`src/rtl/tick_pkg.sv`:
```
package tick_pkg;
  // Register select, decoded from address bits 3:2
  typedef enum logic [1:0] {
    SEL_CTRL   = 2'd0,
    SEL_RELOAD = 2'd1,
    SEL_COUNT  = 2'd2,
    SEL_CALIB  = 2'd3
  } reg_sel_e;

  localparam int BIT_EN    = 0;
  localparam int BIT_IE    = 1;
  localparam int BIT_SRC   = 2;
  localparam int BIT_FLAG  = 16;
endpackage

```
`src/rtl/tick_ref_sync.sv`:
```
module tick_ref_sync #(
  parameter bit HAS_REF = 1'b1
) (
  input  logic clk,
  input  logic rst,
  input  logic ref_i,
  output logic rise_o
);
  generate
    if (HAS_REF) begin : g_sync
      logic [2:0] sh;
      always_ff @(posedge clk) begin
        if (rst) sh <= '0;
        else     sh <= {sh[1:0], ref_i};
      end
      // sh[1] is the synchronised level, sh[2] its previous value
      assign rise_o = sh[1] & ~sh[2];
    end else begin : g_none
      assign rise_o = 1'b0;
    end
  endgenerate
endmodule

```
`src/rtl/tick_down_counter.sv`:
```
module tick_down_counter #(
  parameter int CNT_W = 24
) (
  input  logic             clk,
  input  logic             rst,
  input  logic             step_i,
  input  logic             clr_i,
  input  logic [CNT_W-1:0] reload_i,
  output logic [CNT_W-1:0] count_o,
  output logic             wrap_o
);
  localparam logic [CNT_W-1:0] ONE = CNT_W'(1);

  always_ff @(posedge clk) begin
    if (rst || clr_i)          count_o <= '0;
    else if (step_i) begin
      if (count_o == '0)       count_o <= reload_i;
      else                     count_o <= count_o - ONE;
    end
  end

  // Step from one to zero in this cycle
  assign wrap_o = step_i & ~clr_i & (count_o == ONE);
endmodule

```
`src/rtl/tick_timer.sv`:
```
module tick_timer #(
  parameter int ADDR_W  = 4,
  parameter int DATA_W  = 32,
  parameter int CNT_W   = 24,
  parameter bit HAS_REF = 1'b1
) (
  input  logic              clk,
  input  logic              rst,
  input  logic              bus_sel,
  input  logic              bus_wr,
  input  logic [ADDR_W-1:0] bus_addr,
  input  logic [DATA_W-1:0] bus_wdata,
  output logic [DATA_W-1:0] bus_rdata,
  input  logic              ref_clk_i,
  input  logic [CNT_W-1:0]  calib_i,
  output logic              irq_o
);
  import tick_pkg::*;

  localparam int PAD_W = DATA_W - CNT_W;

  reg_sel_e         rsel;
  logic             wr_ctrl, wr_reload, wr_count, rd_ctrl;
  logic             en_q, ie_q, src_q, flag_q;
  logic [CNT_W-1:0] reload_q, cnt_val;
  logic             ref_rise, step, wrap;

  assign rsel      = reg_sel_e'(bus_addr[3:2]);
  assign wr_ctrl   = bus_sel &  bus_wr & (rsel == SEL_CTRL);
  assign wr_reload = bus_sel &  bus_wr & (rsel == SEL_RELOAD);
  assign wr_count  = bus_sel &  bus_wr & (rsel == SEL_COUNT);
  assign rd_ctrl   = bus_sel & ~bus_wr & (rsel == SEL_CTRL);

  tick_ref_sync #(.HAS_REF(HAS_REF)) u_sync (
    .clk    (clk),
    .rst    (rst),
    .ref_i  (ref_clk_i),
    .rise_o (ref_rise)
  );

  assign step = en_q & (src_q ? ref_rise : 1'b1);

  tick_down_counter #(.CNT_W(CNT_W)) u_cnt (
    .clk      (clk),
    .rst      (rst),
    .step_i   (step),
    .clr_i    (wr_count),
    .reload_i (reload_q),
    .count_o  (cnt_val),
    .wrap_o   (wrap)
  );

  always_ff @(posedge clk) begin
    if (rst) begin
      en_q     <= 1'b0;
      ie_q     <= 1'b0;
      src_q    <= 1'b0;
      reload_q <= '0;
    end else begin
      if (wr_ctrl) begin
        en_q  <= bus_wdata[BIT_EN];
        ie_q  <= bus_wdata[BIT_IE];
        src_q <= HAS_REF ? bus_wdata[BIT_SRC] : 1'b0;
      end
      if (wr_reload) reload_q <= bus_wdata[CNT_W-1:0];
    end
  end

  // Count flag: clear by current-value write, set on wrap, clear on read
  always_ff @(posedge clk) begin
    if (rst || wr_count) flag_q <= 1'b0;
    else if (wrap)       flag_q <= 1'b1;
    else if (rd_ctrl)    flag_q <= 1'b0;
  end

  always_ff @(posedge clk) begin
    if (rst) irq_o <= 1'b0;
    else     irq_o <= wrap & ie_q;
  end

  always_ff @(posedge clk) begin
    if (rst) bus_rdata <= '0;
    else if (bus_sel && !bus_wr) begin
      bus_rdata <= '0;
      unique case (rsel)
        SEL_CTRL: begin
          bus_rdata[BIT_EN]   <= en_q;
          bus_rdata[BIT_IE]   <= ie_q;
          bus_rdata[BIT_SRC]  <= src_q;
          bus_rdata[BIT_FLAG] <= flag_q;
        end
        SEL_RELOAD: bus_rdata <= {{PAD_W{1'b0}}, reload_q};
        SEL_COUNT:  bus_rdata <= {{PAD_W{1'b0}}, cnt_val};
        SEL_CALIB:  bus_rdata <= {{PAD_W{1'b0}}, calib_i};
        default:    bus_rdata <= '0;
      endcase
    end
  end
endmodule

```
`config.mk`:
```
export PLATFORM = sky130hd
export DESIGN_NAME = tick_timer
export DESIGN_NICKNAME = d
export VERILOG_FILES = /design/src/rtl/tick_pkg.sv /design/src/rtl/tick_ref_sync.sv /design/src/rtl/tick_down_counter.sv /design/src/rtl/tick_timer.sv
export SDC_FILE = /design/constraint.sdc
export NUM_CORES = 1
export LEC_CHECK = 0
export ABC_AREA = 1
export BUFFER_PORTS_ARGS = -buffer_cell sky130_fd_sc_hd__buf_2
export CAP_MARGIN = 10
export CORE_MARGIN = 2
export CORE_UTILIZATION = 40
export CTS_BUF_LIST = sky130_fd_sc_hd__clkbuf_2
export DETAILED_ROUTE_END_ITERATION = 8
export PLACE_DENSITY = 0.6
export SYNTH_ARGS = -nofsm -noshare
export SYNTH_HDL_FRONTEND = slang
export SYNTH_SLANG_ARGS = --single-unit
export TNS_END_PERCENT = 10
```
`constraint.sdc`:
```
create_clock -name clk -period 1.85 [get_ports clk]
set_clock_uncertainty 0.15 [all_clocks]
set_input_delay 0.2775 -clock clk [delete_from_list [all_inputs] [get_ports clk]]
set_output_delay 0.2775 -clock clk [all_outputs]
set_load 0.01 [all_outputs]
```
Word-level counts from Yosys, hierarchy flattened
Cells that the tools add are included.
Widths: inputs -> output; s select.
{"block": "op_classes", "n_reduce_logical": 6, "n_eq_ne": 4, "add_sub_neg": 1, "bitwise": 14, "mux": 8}
{"operator": "$pmux 13 s3", "n": 1}
{"operator": "$eq 24x1->1 const B", "n": 1}
{"operator": "$logic_not 24->1", "n": 1}
{"operator": "$mux 24", "n": 1}
{"operator": "$sub 24x1->24 const B", "n": 1}
{"operator": "$pmux 7 s3", "n": 1}
{"operator": "$pmux 3 s4", "n": 1}
{"operator": "$and 1x1->1", "n": 11}
{"operator": "$eq 2x2->1 const B", "n": 2}
{"operator": "$pmux 1 s4", "n": 1}
{"operator": "$mux 1", "n": 3}
{"operator": "$not 1->1", "n": 3}
{"operator": "$eq 2x1->1 const B", "n": 1}
{"operator": "$logic_not 2->1", "n": 1}
{"operator": "$reduce_bool 2->1", "n": 1}
{"operator": "$logic_and 1x1->1", "n": 1}
{"operator": "$logic_not 1->1", "n": 1}
{"operator": "$logic_or 1x1->1", "n": 1}
{"block": "word_totals", "out_inout_bits": 33, "regBits": 88, "input_bits": 65}

Depth between registers and ports, before layout
Gate-level depths: netlist (run 1).
{"block": "depth", "word_depth": 7, "depth_mapped": 10, "mapped_depth_nobuf": 10}

Modules after synthesis
Synthesis (run 1) repeated with hierarchy kept, for this count alone.
{"block": "unflattened", "hier_cells": 701, "area_unflattened_um2": 4506.8}
{"mod": "tick_timer", "cells_per_inst": 374, "instances": 1, "area_per_inst_um2": 2561.2, "seq_area_each_um2": 1061.0}
{"mod": "tick_down_counter", "cells_per_inst": 317, "instances": 1, "area_per_inst_um2": 1859.3, "seq_area_each_um2": 480.5}
{"mod": "tick_ref_sync", "cells_per_inst": 10, "instances": 1, "area_per_inst_um2": 86.3, "seq_area_each_um2": 60.1}

Worst setup path before layout (run 1)
No wires, ideal clock.
{"block": "synth_timing", "path_type": "register to register", "start": "reg u_cnt.count_o[0]", "end": "reg u_cnt.count_o[10]", "arrival_ns": 1.313, "required_time_ns": 1.581, "setup_ns": 0.119, "path_buffers": 0, "synth_period_minus_slack_ns": 1.582, "slack_ns": 0.268, "path_stages_with_launch": 10, "path_cell_list": "dfxtp_1 -> inv_1 -> ha_1 -> nand2_2 -> nor2_2 -> nand3_1 -> nand2_1 -> nand3_2 -> nand2_1 -> a21oi_2"}
{"block": "synth_between", "elab_chain_len": 2, "word_cells_on_any_way": 3, "classes_between": "1 x add/sub; 1 x mux; 1 x reduce/logical"}
{"element": "start: declaration", "line": "tick_down_counter.sv:9", "source": "output logic [CNT_W-1:0] count_o,"}
{"element": "start signal: assignment", "line": "tick_down_counter.sv:17", "source": "if (count_o == '0) count_o <= reload_i;"}
{"element": "start signal: assignment", "line": "tick_down_counter.sv:18", "source": "else count_o <= count_o - ONE;"}
{"element": "$sub 24x1->24 / $logic_not 24->1 (equally long branches)", "line": "tick_down_counter.sv:18, tick_down_counter.sv:17"}
{"element": "$mux 24 (*)", "line": "tick_down_counter.sv:17"}
Every way passes the cells marked *; elsewhere a longest branch is shown, timed or not.
A chain may end at the register's enable or synchronous reset.

==> impl_metrics.toml, run 1 <==
[critical_path]
crit_chain = "dlygate4sd3_1 -> buf_2 -> inv_2 -> buf_6 -> o221ai_1 -> a41oi_1 -> dlygate4sd3_1"
crit_cells = 7
worstPathArrival_ps = 2150
crit_family = "buffers and inverters"
startpoint = "rst"
cp_max_fo = 27
r2r_end = "u_cnt.count_o[16]"
start_kind = "primary input"
cp_data_required_time_ps = 2220
rrSetupSlack_ps = 90
cp-end-kind = "flip-flop"
r2r_start = "u_cnt.count_o[0]"
slowest_stage = "dlygate4sd3_1"
critPathBufInv = 5
crit_end = "bus_rdata[16]"
critPathKind = "primary input to flip-flop"
crit_top_cell = "dlygate4sd3_1"
reg2regPathDepth = 9
cpPeakStageDelay_ps = 560

[logic_synthesis]
synth_seq_area_share_pct = 36.2
synthArstFlopShare_pct = 0
synth_area_mm2 = 0.00442
synth_edf_count = 0
synth_cells = 666
synth.distinct_cells = 37
synth-seq-cells = 80
syn_area_per_cell_um2 = 6.64
ys_warn_count = 0
synth_flop_cell = "dfxtp_1"

[timing]
fin_hold_ws_ps = 31.8
setup_ws_ps = 74.6
finalHoldViolations = 0
finalCritPeriodShare_pct = 96.0
drv_slew = 0
setup_viol = 0
fmax_mhz = 563
layout_min_cycle_time_ps = 1780

[route]
final_antenna_net_count = 0
wl_mm = 13.3
post-route-drc-count = 0
drt_pre_antenna_iters = 4
wl_per_cell_um = 13.8
drt_iter0_drc = 234
vias = 4815
via_per_inst = 4.98

[floorplan]
coreArea_mm2 = 0.0108
die_area_mm2 = 0.0119
pin_count = 98
die_h_um = 109
rows = 38
dieWidth_um = 109
start_util_pct = 41.0

[grt]
grt_pass1_vias = 4548
grt_max_degree = 29
grt_util_all_layers_pct = 23.2
antenna_found_initial = 0
grt_pass1_wl_mm = 21.3
grt_remaining_overflow = 0

[finish]
post-route-util_pct = 54.8
finalNetCount = 889
drive_above_1_share_pct = 21.7
syn_to_final_growth_pct = 33.8
layout.cells.non_filler = 966
antennaDiodeCount = 0
nFillCells = 1142

[cts]
clk_pin_slew_ps = 260
cts_sinks = 80
insertion_delay_ps = 580
htreeDepth = 3
cts_buffer_depth = 2
root_buffer = "clkbuf_2"
cts_buffers = 9
cts_tree = "built"

[status]
outcome = "complete, no violations"

[place]
port_buffers = 79
pre_cts_slack_ps = 106
dp_hpwl_mm = 9.51
dp.cells = 877
routabilityCongestion = 0.897

[power_and_ir_drop]
power_mw = 4.81
ir_drop_v = 0.000457
p_per_area_mw_per_mm2 = 813
p_leak_nw = 2.58

[min_path]
min_path_type = "primary input to flip-flop"

[run]
maxCapViolations = 0
[power breakdown]
part           internal, mW  switching (mW)
combinational         0.704            1.01
sequential             1.79          0.0579
clock                 0.577           0.667
[cells in the final DEF (no fill, tap or decap), types with 3 or more instances in the layout]
cell type	n
nand2_1	173
nor2_1	93
buf_2	79
dfxtp_1	73
dlygate4sd3_1	71
inv_1	53
o21ai_0	51
a21oi_1	50
nand3_1	27
buf_4	21
nor2_2	13
o211ai_1	11
nor3_1	10
nand3_2	9
a21oi_2	9
clkbuf_2	9
conb_1	8
nand4_1	7
dfxtp_2	7
nand2_2	6
inv_2	5
o21ai_1	5
nor2_4	4
clkinvlp_4	4
bufinv_16	3
[worst min-delay path: stages]
cell and delay [ps]:
buf_2 90, nand2_1 100, o21ai_2 230, a21oi_1 50
[layout make-up]
class	instances	area [um^2]	area share [%]
Sequential cell	80	1610	27.2
Clock buffer	9	45.0	0.762
Timing Repair Buffer	176	1340	22.6
Tap cell	140	175	2.96
Clock inverter	7	120	2.03
Multi-Input combinational cell	496	2410	40.7
Inverter	58	218	3.68
[how the worst min path moves through the flow]
stage | cells after the start | end | slack [ps] | start
3_3_place_gp | 2 | u_sync.g_sync.sh[1] | 250 | u_sync.g_sync.sh[0]
6_report | 4 | flag_q | 30 | bus_sel
5_1_grt | 4 | flag_q | 20 | bus_sel
2_1_floorplan | 2 | u_sync.g_sync.sh[0] | 230 | ref_clk_i
3_5_place_dp | 2 | u_sync.g_sync.sh[1] | 260 | u_sync.g_sync.sh[0]
4_1_cts | 4 | flag_q | 4 | bus_sel
[synthesized netlist by cell type, types with 6 or more instances]
cell type  number  area [um^2]
nand4_1         7         43.8
buf_4          10         75.1
clkbuf_1       17         63.8
nand3_1        27          135
nor2_1         93          349
dfxtp_1        80         1600
nand2_2         6         37.5
a21oi_1        50          250
buf_2           6         30.0
a21oi_2         9         78.8
nand2_1       173          649
nor2_2         13         81.3
o21ai_0        52          260
o211ai_1       11         82.6
nor3_1         10         50.1
inv_1          56          210
nand3_2         9         90.1
[sequential cells by signal, indices dropped and copies added, names as in the netlist]
signal / flops
flag_q: 1
en_q: 1
src_q: 1
bus_rdata: 24
reload_q: 24
ie_q: 1
u_sync.g_sync.sh: 3
irq_o: 1
u_cnt.count_o: 24
[logic make-up (layout without fill, tap and decap cells)]
family	after synthesis	after routing	synth area share, %
and+or+nand+nor	348	348	35.0
AOI/OAI and AO/OA	135	135	17.5
buffers and inverters	97	250	9.96
DFF	80	80	36.2
adders and majority gates	3	3	0.849
xor gates and xnor gates	2	2	0.396
other	1	8	0.0848
[metrics by stage]
stage / TNS, ps / area, um^2
2_1_floorplan: 0 / 4450
4_1_cts: 0 / 5870
3_3_place_gp: 0 / 4990
6_report: 0 / 5910
5_1_grt: -6.43 / 5910
3_5_place_dp: 0 / 4990
[metal layers]
| metal | track usage (%) | wire (um) | part of all wire, % |
|---|---|---|---|
| met5 | 0 | 0 | 0 |
| met2 | 39.1 | 6300 | 47 |
| met3 | 3.23 | 772 | 5.8 |
| met4 | 9.07 | 214 | 1.6 |
| met1 | 30.0 | 6030 | 45 |
[repair_timing]
item                                    in CTS  in global routing
endpoints found under the setup margin       0                 29
setup buffers                                0                  1
hold endpoints to repair                    56                  0
gates resized for setup                      0                 15
hold buffers                                72                  0
Note: power is estimated with default switching activity, not from simulation.
==> run 2, diff against run 1 <==
Settings changed: CORE_UTILIZATION 40 to 25, CTS_BUF_LIST sky130_fd_sc_hd__clkbuf_2 to sky130_fd_sc_hd__clkbuf_16, PLACE_DENSITY 0.6 to 0.41.
==> impl_metrics.toml, run 2 (synthesis gave the netlist of run 1 again) <==
[status]
outcome = "complete, no violations"

[finish]
finalNetCount = 825
post-route-util_pct = 31.7
reg_top3 = "bus_rdata x24, reload_q x24, u_cnt.count_o x24"
final_common_cell = "nand2_1"
syn_to_final_growth_pct = 23.9
final_cell_mix = "173 x nand2_1, 92 x nor2_1, 80 x dfxtp_1"
antennaDiodeCount = 0
drive_above_1_share_pct = 23.1

[route]
post-route-drc-count = 0
wl_mm = 14.0
drt_iter0_drc = 149
vias = 4415
drt_pre_antenna_iters = 4
final_antenna_net_count = 0
via_per_inst = 4.48
wl_per_cell_um = 14.2

[power_and_ir_drop]
p_per_area_mw_per_mm2 = 964
ir_drop_v = 0.000466
p_leak_nw = 2.32

[critical_path]
worstPathArrival_ps = 1770
cp_data_required_time_ps = 1930
cp_max_fo = 18
cpPeakStageDelay_ps = 360
crit_chain = "nor2_2 -> nand2_2 -> nor2_8 -> nand3_4 -> buf_6 -> nor2_1 -> nor2_1 -> nand2_1 -> a21oi_1"
start_kind = "flip-flop"
slowest_stage = "dfxtp_1"
critPathKind = "flip-flop to flip-flop"
crit_top_cell = "nor2_1"
cp-end-kind = "flip-flop"

[floorplan]
coreArea_mm2 = 0.0173
pin_count = 98
rows = 48
die_h_um = 137
start_util_pct = 25.6
die_area_mm2 = 0.0188
dieWidth_um = 137

[timing]
fmax_mhz = 593
finalHoldViolations = 0
setup_ws_ps = 162
layout_min_cycle_time_ps = 1690
setup_viol = 0
drv_slew = 0
finalCritPeriodShare_pct = 91.2
fin_hold_ws_ps = 24.5
rsz0062_at_grt = "true"

[place]
pre_cts_slack_ps = 97.1
routabilityCongestion = 0.840
port_buffers = 79
dp_hpwl_mm = 10.9

[cts]
insertion_delay_ps = 350
cts_buffers = 9
htreeDepth = 3
cts_tree = "built"
cts_buffer_depth = 2
cts_sinks = 80
clk_pin_slew_ps = 60
root_buffer = "clkbuf_16"

[grt]
grt_pass1_wl_mm = 22.5
grt_pass1_vias = 4380
grt_util_all_layers_pct = 15.8
grt_remaining_overflow = 0
grt_max_degree = 27
antenna_found_initial = 0

[min_path]
min_path_type = "primary input to flip-flop"

[run]
maxCapViolations = 0
run 2: changes by cell type in the layout (fill, tap and decap cells not counted), moves of 2 or more:
cell,before,now
clkbuf_16,0,9
inv_2,5,3
inv_1,53,56
buf_4,21,29
dfxtp_2,7,0
clkinvlp_4,4,2
dfxtp_1,73,80
bufinv_16,3,1
clkbuf_2,9,0
dlygate4sd3_1,71,1
run 2: critical path, delay by kind of cell (launching register included):
kind | cells | cell delay [ps]
simple gates | 7 | 800
compound gates | 1 | 70
flops | 1 | 360
buf+inv | 1 | 180
run 2: path summary, 6_finish.rpt:
| path | from | to | slack [ps] | cells past startpoint |
|---|---|---|---|---|
| min reg2reg | u_sync.g_sync.sh[0] | u_sync.g_sync.sh[1] | 250 | 2 |
| max reg2reg | u_cnt.count_o[14] | u_cnt.count_o[16] | 160 | 9 |
| max | u_cnt.count_o[14] | u_cnt.count_o[16] | 160 | 9 |
| min | bus_wdata[4] | reload_q[4] | 20 | 3 |
run 2: metrics by stage:
| stage | instance area (um^2) | instances | power [mW] | TNS, ps |
|---|---|---|---|---|
| 2_1_floorplan | 4450 | 673 | 3.11 | 0 |
| 3_3_place_gp | 5150 | 969 | 3.50 | 0 |
| 3_5_place_dp | 5150 | 969 | 3.50 | 0 |
| 4_1_cts | 5440 | 985 | 5.32 | 0 |
| 5_1_grt | 5480 | 986 | 5.66 | -16.8 |
| 6_report | 5480 | 986 | 5.28 | 0 |
run 2: per-layer routing:
layer | vias up | GRT usage [%] | wire, um
met3 | 10 | 3.56 | 630
met5 | - | 0 | 0
met4 | 0 | 4.58 | 180
met1 | 1999 | 21.3 | 6850
met2 | 92 | 25.2 | 6340
li1 | 2314 | - | -
run 2: cell type report:
| cell class | count | area (um^2) |
|---|---|---|
| Inverter | 58 | 218 |
| Clock buffer | 9 | 225 |
| Sequential cell | 80 | 1600 |
| Clock inverter | 6 | 62.6 |
| Tap cell | 225 | 282 |
| Timing Repair Buffer | 112 | 674 |
| Fill cell | 1946 | 11800 |
| Multi-Input combinational cell | 496 | 2410 |
run 2: what timing repair did:
action,in CTS,in global routing
setup buffers,0,1
resized for setup,0,5
hold endpoints to repair,1,0
hold buffers,1,0
setup endpoints to repair,0,13
run 2: where the power goes:
group	internal, mW	total [mW]	leakage, nW	switching (mW)
Combinational	0.640	1.65	1.53	1.01
Sequential	1.79	1.84	0.649	0.0564
Clock	1.03	1.78	0.139	0.751
==> run 3, diff against run 2 <==
Settings changed: CTS_CLUSTER_DIAMETER set to 80, HOLD_SLACK_MARGIN set to 0.05.
==> impl_metrics.toml, run 3 (synthesis gave the netlist of run 1 again) <==
[cts]
htreeDepth = 3
cts_buffer_depth = 2
clk_pin_slew_ps = 70
cts_tree = "built"
root_buffer = "clkbuf_16"
cts_buffers = 9
insertion_delay_ps = 350
cts_sinks = 80

[grt]
antenna_found_initial = 0
grt_remaining_overflow = 0
grt_max_degree = 27
grt_pass1_wl_mm = 22.6
grt_pass1_vias = 4386
grt_util_all_layers_pct = 15.8

[critical_path]
cpPeakStageDelay_ps = 350
critPathKind = "flip-flop to flip-flop"
r2r_start = "u_cnt.count_o[7]"
cp_max_fo = 6
crit_family = "simple AND/OR/NAND/NOR gates"
critPathBufInv = 0
crit_chain = "nor2_1 -> nand2_1 -> nor2_2 -> nand3_1 -> nand2_1 -> nand3_2 -> nand2_1 -> a21oi_2"
start_kind = "flip-flop"
crit_top_cell = "nand2_1"
slowest_stage = "dfxtp_1"
startpoint = "u_cnt.count_o[7]"
cp_data_required_time_ps = 1930
cp-end-kind = "flip-flop"
worstPathArrival_ps = 1760

[timing]
rsz0062_at_grt = "true"
fmax_mhz = 595
layout_min_cycle_time_ps = 1680
fin_hold_ws_ps = 54.8
finalCritPeriodShare_pct = 90.9
setup_tns_ps = 0
setup_viol = 0
drv_slew = 0
finalHoldViolations = 0

[finish]
final_common_cell = "nand2_1"
reg_top3 = "bus_rdata x24, reload_q x24, u_cnt.count_o x24"
regArea_mm2 = 0.00160
post-route-util_pct = 32.4
nFillCells = 1952
finalNetCount = 837
drive_above_1_share_pct = 22.8
syn_to_final_growth_pct = 26.6
multiInputGateArea_mm2 = 0.00241
final_cell_mix = "173 x nand2_1, 92 x nor2_1, 80 x dfxtp_1"
antennaDiodeCount = 0

[floorplan]
die_area_mm2 = 0.0188
rows = 48
coreArea_mm2 = 0.0173
pin_count = 98
dieWidth_um = 137
start_util_pct = 25.6
die_h_um = 137

[place]
port_buffers = 79
dp_hpwl_mm = 10.9
routabilityCongestion = 0.840

[min_path]
min_path_type = "primary input to flip-flop"
min-delay-start = "bus_wdata[15]"

[run]
maxCapViolations = 0

[power_and_ir_drop]
power_mw = 5.30
p_per_area_mw_per_mm2 = 947
ir_drop_v = 0.000465
p_leak_nw = 2.37

[route]
final_antenna_net_count = 0
vias = 4461
wl_per_cell_um = 14.1
wl_met3_um = 503
post-route-drc-count = 0
wl_mm = 14.0
via_per_inst = 4.47
wl_met1_mm = 6.94
wl_met2_mm = 6.40
drt_iter0_drc = 142
drt_pre_antenna_iters = 4
routed.top_layer = "met4"

[status]
outcome = "complete, no violations"
-- run 3: layout make-up --
cell class	instances	share of cell area, %
Timing Repair Buffer	124	14.2
Clock inverter	6	1.12
Sequential cell	80	28.6
Multi-Input combinational cell	496	43.1
Tap cell	225	5.03
Clock buffer	9	4.02
Inverter	58	3.89
-- run 3: worst register-to-register path: cells and delay by family, from the launching register on --
family	cells	cell delay [ps]
AND/OR/NAND/NOR	7	1020
flip-flops	1	350
AO/OA/AOI/OAI	1	50
-- run 3: power breakdown --
part	switching (mW)	internal, mW
registers	0.0568	1.79
logic	1.02	0.657
clock network	0.753	1.03
-- run 3: worst paths after layout --
path,slack (ps),depth (start not counted),end
worst max register to register,170,8,u_cnt.count_o[17]
worst min register to register,250,2,u_sync.g_sync.sh[1]
worst max-delay path,170,8,u_cnt.count_o[17]
worst min-delay path,50,3,reload_q[15]
-- run 3: repair_timing --
item	CTS	global route
hold endpoints to repair	13	0
setup buffers	0	1
hold buffers	13	0
resized for setup	0	5
endpoints found under the setup margin	0	13
-- run 3: per-layer routing --
metal,up-vias,track usage [%]
met5,-,0
met4,0,4.58
met2,81,25.4
met1,2030,21.1
met3,10,3.56
li1,2340,-
-- run 3: per-stage QoR --
stage	area [um^2]	instances	setup slack, ps
final	5600	998	168
after global routing	5600	998	-15.7
after CTS	5560	997	78.2
after detailed placement	5150	969	97.1
after global placement	5150	969	134
after floorplan	4450	673	268
